File: src/rtl/sdcmd_pkg.sv
package sdcmd_pkg;

  typedef enum logic [2:0] {
    C_NOP, C_ACT, C_RD, C_WR, C_PRE, C_REF, C_MRS, C_BST
  } cmd_e;

  typedef enum logic [3:0] {
    E_NONE      = 4'd0,
    E_MODE_BUSY = 4'd1,
    E_MODE_GAP  = 4'd2,
    E_COL_IDLE  = 4'd3,
    E_COL_EARLY = 4'd4,
    E_COL_IN_AP = 4'd5,
    E_ACT_SPACE = 4'd6,
    E_ACT_OPEN  = 4'd7,
    E_PRE_EARLY = 4'd8,
    E_ACT_RP    = 4'd9
  } err_e;

  function automatic cmd_e pin_cmd(input logic ras_n, input logic cas_n, input logic we_n);
    cmd_e c;
    case ({ras_n, cas_n, we_n})
      3'b011:  c = C_ACT;
      3'b101:  c = C_RD;
      3'b100:  c = C_WR;
      3'b010:  c = C_PRE;
      3'b001:  c = C_REF;
      3'b000:  c = C_MRS;
      3'b110:  c = C_BST;
      default: c = C_NOP;
    endcase
    return c;
  endfunction

endpackage

File: src/rtl/sdcmd_decode.sv
module sdcmd_decode
  import sdcmd_pkg::*;
#(
  parameter int BA_W  = 2,
  parameter int ROW_W = 13
) (
  input  logic             clk,
  input  logic             rst_n,
  input  logic             cke,
  input  logic             cs_n,
  input  logic             ras_n,
  input  logic             cas_n,
  input  logic             we_n,
  input  logic [BA_W-1:0]  ba,
  input  logic [ROW_W-1:0] addr,
  output cmd_e             cmd,
  output logic [BA_W-1:0]  cmd_ba,
  output logic             cmd_flag,
  output logic [ROW_W-1:0] cmd_row
);

  logic cke_q, cke_d;

  always_comb cke_d = cke;

  always_ff @(posedge clk or negedge rst_n) begin
    if (!rst_n) cke_q <= 1'b0;
    else        cke_q <= cke_d;
  end

  // clock enable must be high at this edge and at the one before
  always_comb begin
    if (cke && cke_q && !cs_n) cmd = pin_cmd(ras_n, cas_n, we_n);
    else                       cmd = C_NOP;
  end

  assign cmd_ba   = ba;
  assign cmd_flag = addr[10];
  assign cmd_row  = addr;

endmodule

File: src/rtl/sdcmd_bank.sv
module sdcmd_bank #(
  parameter int ROW_W   = 13,
  parameter int AGE_W   = 3,
  parameter int AGE_MAX = 5
) (
  input  logic             clk,
  input  logic             rst_n,
  input  logic             open_evt,
  input  logic             close_evt,
  input  logic [ROW_W-1:0] row_in,
  output logic             is_open,
  output logic [ROW_W-1:0] row,
  output logic [AGE_W-1:0] act_age,
  output logic [AGE_W-1:0] idle_age
);

  localparam logic [AGE_W-1:0] SAT = AGE_W'(AGE_MAX);
  localparam logic [AGE_W-1:0] ONE = AGE_W'(1);

  logic             open_q, open_d;
  logic [ROW_W-1:0] row_q;
  logic             row_en;
  logic [AGE_W-1:0] act_q, act_d, idle_q, idle_d;

  always_comb begin
    open_d = open_q;
    if (open_evt)       open_d = 1'b1;
    else if (close_evt) open_d = 1'b0;
    row_en = open_evt;
    if (open_evt)         act_d = ONE;
    else if (act_q < SAT) act_d = act_q + ONE;
    else                  act_d = act_q;
    // the close age restarts only when an open bank really closes
    if (close_evt && open_q && !open_evt) idle_d = ONE;
    else if (idle_q < SAT)                idle_d = idle_q + ONE;
    else                                  idle_d = idle_q;
  end

  always_ff @(posedge clk or negedge rst_n) begin
    if (!rst_n) begin
      open_q <= 1'b0;
      act_q  <= SAT;
      idle_q <= SAT;
    end else begin
      open_q <= open_d;
      act_q  <= act_d;
      idle_q <= idle_d;
    end
  end

  always_ff @(posedge clk or negedge rst_n) begin
    if (!rst_n)      row_q <= '0;
    else if (row_en) row_q <= row_in;
  end

  assign is_open  = open_q;
  assign row      = row_q;
  assign act_age  = act_q;
  assign idle_age = idle_q;

endmodule

File: src/rtl/sdcmd_rules.sv
module sdcmd_rules
  import sdcmd_pkg::*;
#(
  parameter int BA_W  = 2,
  parameter int AGE_W = 3,
  parameter int T_MRD = 2,
  parameter int T_RCD = 2,
  parameter int T_RRD = 2,
  parameter int T_RAS = 5,
  parameter int T_RP  = 2
) (
  input  cmd_e                    cmd,
  input  logic [BA_W-1:0]         ba,
  input  logic                    flag,
  input  logic [(1<<BA_W)-1:0]    bank_open,
  input  logic [(1<<BA_W)*AGE_W-1:0] act_age,
  input  logic [(1<<BA_W)*AGE_W-1:0] idle_age,
  input  logic [AGE_W-1:0]        rrd_age,
  input  logic [AGE_W-1:0]        mrd_age,
  input  logic                    ap_busy,
  output err_e                    code
);

  localparam int NBANK = 1 << BA_W;
  localparam logic [AGE_W-1:0] MRD_L = AGE_W'(T_MRD);
  localparam logic [AGE_W-1:0] RCD_L = AGE_W'(T_RCD);
  localparam logic [AGE_W-1:0] RRD_L = AGE_W'(T_RRD);
  localparam logic [AGE_W-1:0] RAS_L = AGE_W'(T_RAS);
  localparam logic [AGE_W-1:0] RP_L  = AGE_W'(T_RP);

  logic [AGE_W-1:0] act_a  [NBANK];
  logic [AGE_W-1:0] idle_a [NBANK];
  logic [NBANK-1:0] young;

  for (genvar b = 0; b < NBANK; b++) begin : g_split
    assign act_a[b]  = act_age[b*AGE_W +: AGE_W];
    assign idle_a[b] = idle_age[b*AGE_W +: AGE_W];
    assign young[b]  = bank_open[b] && (act_a[b] < RAS_L);
  end

  logic is_col, is_act, is_pre, is_mode;
  logic sel_open;

  always_comb begin
    is_col   = (cmd == C_RD) || (cmd == C_WR);
    is_act   = (cmd == C_ACT);
    is_pre   = (cmd == C_PRE);
    is_mode  = (cmd == C_MRS) || (cmd == C_REF);
    sel_open = bank_open[ba];
    // lowest code has priority
    if (is_mode && (|bank_open))                    code = E_MODE_BUSY;
    else if ((cmd != C_NOP) && (mrd_age < MRD_L))   code = E_MODE_GAP;
    else if (is_col && !sel_open)                   code = E_COL_IDLE;
    else if (is_col && (act_a[ba] < RCD_L))         code = E_COL_EARLY;
    else if (is_col && ap_busy)                     code = E_COL_IN_AP;
    else if (is_act && (rrd_age < RRD_L))           code = E_ACT_SPACE;
    else if (is_act && sel_open)                    code = E_ACT_OPEN;
    else if (is_pre && (flag ? (|young) : young[ba])) code = E_PRE_EARLY;
    else if (is_act && (idle_a[ba] < RP_L))         code = E_ACT_RP;
    else                                            code = E_NONE;
  end

endmodule

File: src/rtl/sdcmd_flag.sv
module sdcmd_flag
  import sdcmd_pkg::*;
(
  input  logic       clk,
  input  logic       rst_n,
  input  err_e       code,
  input  logic       clr,
  output logic       err_pulse,
  output logic [3:0] err_code,
  output logic       sticky_valid,
  output logic [3:0] sticky_code
);

  logic       pulse_q, pulse_d;
  logic [3:0] code_q, code_d;
  logic       sv_q, sv_d;
  logic [3:0] sc_q, sc_d;

  always_comb begin
    pulse_d = (code != E_NONE);
    code_d  = code;
    sv_d    = sv_q;
    sc_d    = sc_q;
    if (pulse_d && (!sv_q || clr)) begin
      sv_d = 1'b1;
      sc_d = code;
    end else if (clr) begin
      sv_d = 1'b0;
      sc_d = 4'd0;
    end
  end

  always_ff @(posedge clk or negedge rst_n) begin
    if (!rst_n) begin
      pulse_q <= 1'b0;
      code_q  <= 4'd0;
      sv_q    <= 1'b0;
      sc_q    <= 4'd0;
    end else begin
      pulse_q <= pulse_d;
      code_q  <= code_d;
      sv_q    <= sv_d;
      sc_q    <= sc_d;
    end
  end

  assign err_pulse    = pulse_q;
  assign err_code     = code_q;
  assign sticky_valid = sv_q;
  assign sticky_code  = sc_q;

endmodule

File: src/rtl/sdcmd_guard.sv
module sdcmd_guard
  import sdcmd_pkg::*;
#(
  parameter int BA_W        = 2,
  parameter int ROW_W       = 13,
  parameter int T_MRD       = 2,
  parameter int T_RCD       = 2,
  parameter int T_RRD       = 2,
  parameter int T_RAS       = 5,
  parameter int T_RP        = 2,
  parameter int BURST_LEN   = 4,
  parameter int RD_MASK_LAT = 2
) (
  input  logic                          clk,
  input  logic                          rst_n,
  input  logic                          cke,
  input  logic                          cs_n,
  input  logic                          ras_n,
  input  logic                          cas_n,
  input  logic                          we_n,
  input  logic [BA_W-1:0]               ba,
  input  logic [ROW_W-1:0]              addr,
  input  logic                          dqm,
  input  logic                          clr_sticky,
  output logic                          err_pulse,
  output logic [3:0]                    err_code,
  output logic                          sticky_valid,
  output logic [3:0]                    sticky_code,
  output logic [(1<<BA_W)-1:0]          bank_open,
  output logic [(1<<BA_W)*ROW_W-1:0]    bank_row,
  output logic                          wr_mask,
  output logic                          rd_hiz
);

  localparam int NBANK   = 1 << BA_W;
  localparam int M1      = (T_MRD > T_RCD) ? T_MRD : T_RCD;
  localparam int M2      = (T_RRD > T_RP) ? T_RRD : T_RP;
  localparam int M3      = (M1 > M2) ? M1 : M2;
  localparam int AGE_MAX = (M3 > T_RAS) ? M3 : T_RAS;
  localparam int AGE_W   = $clog2(AGE_MAX + 1);
  localparam int BL_W    = $clog2(BURST_LEN + 1);
  localparam logic [AGE_W-1:0] SAT  = AGE_W'(AGE_MAX);
  localparam logic [AGE_W-1:0] ONE  = AGE_W'(1);
  localparam logic [BL_W-1:0]  BL_M1 = BL_W'(BURST_LEN - 1);
  localparam logic [BL_W-1:0]  BL_1  = BL_W'(1);

  // ---------------- decode
  cmd_e             cmd;
  logic [BA_W-1:0]  cmd_ba;
  logic             cmd_flag;
  logic [ROW_W-1:0] cmd_row;

  sdcmd_decode #(.BA_W(BA_W), .ROW_W(ROW_W)) u_dec (
    .clk(clk), .rst_n(rst_n), .cke(cke), .cs_n(cs_n),
    .ras_n(ras_n), .cas_n(cas_n), .we_n(we_n), .ba(ba), .addr(addr),
    .cmd(cmd), .cmd_ba(cmd_ba), .cmd_flag(cmd_flag), .cmd_row(cmd_row)
  );

  // ---------------- auto-close burst tracker and global ages
  logic [BL_W-1:0]  ap_left_q, ap_left_d;
  logic [BA_W-1:0]  ap_bank_q, ap_bank_d;
  logic             ap_arm, ap_busy;
  logic [AGE_W-1:0] rrd_q, rrd_d, mrd_q, mrd_d;

  always_comb begin
    ap_arm    = ((cmd == C_RD) || (cmd == C_WR)) && cmd_flag;
    ap_busy   = (ap_left_q != '0);
    ap_left_d = ap_left_q;
    ap_bank_d = ap_bank_q;
    if (ap_arm) begin
      ap_left_d = BL_M1;
      ap_bank_d = cmd_ba;
    end else if (ap_busy) begin
      ap_left_d = ap_left_q - BL_1;
    end
    if (cmd == C_ACT)    rrd_d = ONE;
    else if (rrd_q < SAT) rrd_d = rrd_q + ONE;
    else                  rrd_d = rrd_q;
    if (cmd == C_MRS)    mrd_d = ONE;
    else if (mrd_q < SAT) mrd_d = mrd_q + ONE;
    else                  mrd_d = mrd_q;
  end

  always_ff @(posedge clk or negedge rst_n) begin
    if (!rst_n) begin
      ap_left_q <= '0;
      ap_bank_q <= '0;
      rrd_q     <= SAT;
      mrd_q     <= SAT;
    end else begin
      ap_left_q <= ap_left_d;
      ap_bank_q <= ap_bank_d;
      rrd_q     <= rrd_d;
      mrd_q     <= mrd_d;
    end
  end

  // ---------------- banks
  logic [NBANK*AGE_W-1:0] act_age_v, idle_age_v;

  for (genvar b = 0; b < NBANK; b++) begin : g_bank
    logic open_evt, close_evt, ap_close;
    logic [ROW_W-1:0] row_b;
    if (BURST_LEN == 1) begin : g_bl1
      assign ap_close = ap_arm && (cmd_ba == BA_W'(b));
    end else begin : g_bln
      assign ap_close = (ap_left_q == BL_1) && (ap_bank_q == BA_W'(b));
    end
    assign open_evt  = (cmd == C_ACT) && (cmd_ba == BA_W'(b));
    assign close_evt = ((cmd == C_PRE) && (cmd_flag || (cmd_ba == BA_W'(b)))) || ap_close;

    sdcmd_bank #(.ROW_W(ROW_W), .AGE_W(AGE_W), .AGE_MAX(AGE_MAX)) u_bank (
      .clk(clk), .rst_n(rst_n), .open_evt(open_evt), .close_evt(close_evt),
      .row_in(cmd_row), .is_open(bank_open[b]), .row(row_b),
      .act_age(act_age_v[b*AGE_W +: AGE_W]), .idle_age(idle_age_v[b*AGE_W +: AGE_W])
    );
    assign bank_row[b*ROW_W +: ROW_W] = row_b;
  end

  // ---------------- rules and error record
  err_e code;

  sdcmd_rules #(
    .BA_W(BA_W), .AGE_W(AGE_W), .T_MRD(T_MRD), .T_RCD(T_RCD),
    .T_RRD(T_RRD), .T_RAS(T_RAS), .T_RP(T_RP)
  ) u_rules (
    .cmd(cmd), .ba(cmd_ba), .flag(cmd_flag), .bank_open(bank_open),
    .act_age(act_age_v), .idle_age(idle_age_v), .rrd_age(rrd_q),
    .mrd_age(mrd_q), .ap_busy(ap_busy), .code(code)
  );

  sdcmd_flag u_flag (
    .clk(clk), .rst_n(rst_n), .code(code), .clr(clr_sticky),
    .err_pulse(err_pulse), .err_code(err_code),
    .sticky_valid(sticky_valid), .sticky_code(sticky_code)
  );

  // ---------------- data mask: zero latency on writes, delayed on reads
  logic [RD_MASK_LAT-1:0] mask_q, mask_d;

  always_comb begin
    mask_d[0] = dqm;
    for (int i = 1; i < RD_MASK_LAT; i++) mask_d[i] = mask_q[i-1];
  end

  always_ff @(posedge clk or negedge rst_n) begin
    if (!rst_n) mask_q <= '0;
    else        mask_q <= mask_d;
  end

  assign wr_mask = dqm;
  assign rd_hiz  = mask_q[RD_MASK_LAT-1];

endmodule

File: config.mk
export PLATFORM = sky130hd
export DESIGN_NAME = sdcmd_guard
export DESIGN_NICKNAME = d
export VERILOG_FILES = /design/src/rtl/sdcmd_pkg.sv /design/src/rtl/sdcmd_decode.sv /design/src/rtl/sdcmd_bank.sv /design/src/rtl/sdcmd_rules.sv /design/src/rtl/sdcmd_flag.sv /design/src/rtl/sdcmd_guard.sv
export SDC_FILE = /design/constraint.sdc
export NUM_CORES = 1
export LEC_CHECK = 0
export ABC_AREA = 1
export BUFFER_PORTS_ARGS = -buffer_cell sky130_fd_sc_hd__buf_2
export CORE_AREA = 8 8 103 124
export CTS_BUF_LIST = sky130_fd_sc_hd__clkbuf_8 sky130_fd_sc_hd__clkbuf_16
export DETAILED_ROUTE_END_ITERATION = 6
export DIE_AREA = 0 0 111 132
export MAX_ROUTING_LAYER = met4
export PLACE_DENSITY = 0.66
export SYNTH_ARGS = -nofsm -noshare
export SYNTH_HDL_FRONTEND = slang
export SYNTH_SLANG_ARGS = --single-unit
File: constraint.sdc
create_clock -name clk -period 4.35 [get_ports clk]
set_input_delay 1.305 -clock clk [delete_from_list [all_inputs] [get_ports clk]]
set_output_delay 1.305 -clock clk [all_outputs]
set_load 0.005 [all_outputs]
==> reports/qor.yml <==
sta:
  hold_viol_final: 0
  rsz0062_at_grt: "false"
  postLayoutSetupSlackWorst_ps: 1521
  fin_setup_tns_ps: 0
  fmax_mhz: 353.5
  fin_crit_sh: 0.6504
  setup_violations: 0
  final.setup_skew_ps: 7.403
  fin_crit_ps: 2829
  maxSlewHeadroom: 0.4065
  tightestPinTransition_ps: 890.3
  drv_slew: 0
setup_path:
  cp-start-kind: "input pin"
  max_stage_delay_ps: 120
  reg2reg_from: "u_dec.cke_q"
  cp_cell_sequence: "buf_2, buf_2"
  worst_path_max_delay_cell: "buf_2"
  worst-endpoint-arrival_ps: 1520
  crit_top_cell: "buf_2"
  path_max_fanout: 2
  crit_buf_inv: 2
  crit_start: "dqm"
  cp_top_family: "buffers and inverters"
  required_ps: 3040
  crit_type: "in -> out"
  crit_path_end_kind: "output pin"
global_routing:
  antenna_found_initial: 0
  grt_pass1_wl_um: 19120
  grt_pass1_vias: 4026
  track_usage: 0.1632
  grt-ovfl-total: 0
  grt_max_degree: 70
placed_design:
  place.port_buffers: 91
  dp.cells: 759
  routabilityCongestion: 0.8744
  place_ws_ps: 1322
  dp_hpwl_um: 8549
clocking:
  tritoncts: "yes"
  cts_resized: 0
  cts_buffer_depth: 2
  numCtsBuffers: 9
  cts_hold_buf: 0
  root_buffer: "clkbuf_16"
  path_clk_slew_ps: 70
  clk_latency_ps: 350
  cts_sinks: 104
  h-tree-depth: 3
  post_cts_buffers: 0
power:
  switchingPower_mw: 0.9678
  p_leak_nw: 3.115
  clockPowerShare: 0.279
  power_frac_seq: 0.464
  pwr-share-comb: 0.257
  internal-power_mw: 1.998
  peakVddDrop_mv: 0.2002
  p_sw_frac: 0.3264
  design_power_total_mw: 2.965
  p_per_area_nw_per_um2: 528.5
worst_hold_path:
  hold_path.class: "reg -> reg"
  hold_path_startpoint: "mask_q[0]"
yosys:
  synth.most_common_cell: "nand2_1"
  synthFlopType: "dfrtp_1"
  ys_ff_latch: 104
  ys_seq_area_frac: 0.5529
  synthCells: 553
  yosys-top-cells-count: "nand2_1 (156), dfrtp_1 (84), inv_1 (69)"
  ys_warn_count: 0
  synth_fp_nets: 590
  synth_edf_count: 0
  synth_cell_types: 34
  synthArstFlopShare: 1.000
  avgSynthCellArea_sq_um: 8.593
  synth.largest_area_cell: "dfrtp_1"
  yosysTopAreaCellShare: 0.4423
  syn-cell-area_sq_um: 4752
  synth_area_leaders: "dfrtp_1 (44%), nand2_1 (12%), dfstp_2 (11%)"
die:
  io_pins: 92
  dieArea_sq_um: 14650
  die-width_um: 111
  die_h_um: 132
  rows: 42
  start_util: 0.4411
  core_sq_um: 10770
finish:
  fillCellCount: 993
  final_nets: 675
  diodes: 0
  syn2layout_area_growth_pct: 18.06
  layout.cells.non_filler: 775
  utilization: 0.5208
  layout-drive-gt1-share: 0.2224
detailed_routing:
  viasPerCell: 5.009
  initialDrtViolationCount: 212
  routed_wl_um: 11310
  final_antenna_net_count: 0
  drt_first_pass_iters: 4
  drt-wirelength-per-cell_um: 14.59
  drc: 0
  num_vias: 3882
run:
  cap_viol_max_count: 0
outcome:
  outcome: "completed"
final timing paths:
check                                                     to  cells after the start  slack (ps)
worst max-delay path                                 wr_mask                      2        1520
worst min-delay path                               mask_q[1]                      0         350
worst max register to register  g_bank[2].u_bank.idle_age[2]                      8        2430
worst min register to register                     mask_q[1]                      0         350
max in group asynchronous            g_bank[1].u_bank.row[2]                      2        2580
min in group asynchronous                           mrd_q[1]                      1        1080
final cells by class:
type	instances	area, sq um	share of cell area
sequential	104	2628	0.4683
multi-input combinational	357	1757	0.3131
timing repair buffer	92	478.0	0.08519
inverter	74	277.8	0.04951
clock buffer	10	239.0	0.04260
tap	132	165.2	0.02944
clock inverter	6	66.31	0.01182
stage by stage:
stage | instance area [sq um] | hold slack [ps]
floorplan | 4752 | 331.2
global placement | 5305 | 338.3
detailed placement | 5305 | 337.9
CTS | 5610 | 354.5
global route | 5610 | 373.4
finish | 5610 | 351.8
registers in the layout (all words and copies together), names as in the netlist:
signal / cells
g_bank.u_bank.row: 52
g_bank.u_bank.act_age: 12
g_bank.u_bank.idle_age: 12
g_bank.u_bank.is_open: 4
u_flag.err_code: 4
u_flag.sticky_code: 4
ap_left_q: 3
mrd_q: 3
rrd_q: 3
ap_bank_q: 2
mask_q: 2
u_dec.cke_q: 1
u_flag.err_pulse: 1
u_flag.sticky_valid: 1
power groups by stage:
stage	sequential (mW)	combinational, mW	clock, mW
after detailed placement	1.39	0.772	0
final	1.37	0.763	0.828
after global routing	1.41	0.901	0.886
after CTS	1.37	0.776	0.847
after global placement	1.38	0.733	0
after floorplan	1.36	0.558	0
cells in the final DEF (no fill, tap or decap), types with 2 or more instances in the layout:
cell type	synthesis	layout
buf_2	0	90
o21ai_1	6	6
nand4_1	4	4
inv_1	69	70
nand3_1	20	20
a211oi_1	2	2
o21ai_0	68	68
xor2_1	5	5
dfstp_2	20	20
nand2_1	156	156
inv_2	5	5
clkinvlp_4	0	2
a31oi_1	4	4
o211ai_1	7	7
a32oi_1	2	2
dfrtp_1	84	84
nand2_2	2	2
inv_6	0	2
nor2_1	32	32
nand3_2	2	2
a21oi_1	9	9
ha_1	13	13
nor3_1	11	11
clkbuf_16	0	9
or2_2	2	2
nor4_1	2	2
metal layers:
metal  share of wire  track usage
met5               0            -
met4           0.022      0.07148
met3           0.066      0.04053
met2            0.48       0.2628
met1            0.43       0.1888
logic make-up (layout without fill, tap and decap cells):
| family | Yosys count | count (layout) | share of synthesized area |
|---|---|---|---|
| flops | 104 | 104 | 0.5529 |
| compound gates | 101 | 101 | 0.1159 |
| xor+xnor | 6 | 6 | 0.01106 |
| buf+inv | 92 | 182 | 0.07741 |
| fa+ha+maj | 13 | 13 | 0.03423 |
| simple gates | 237 | 237 | 0.2085 |
(Power assumes the default switching activity.)
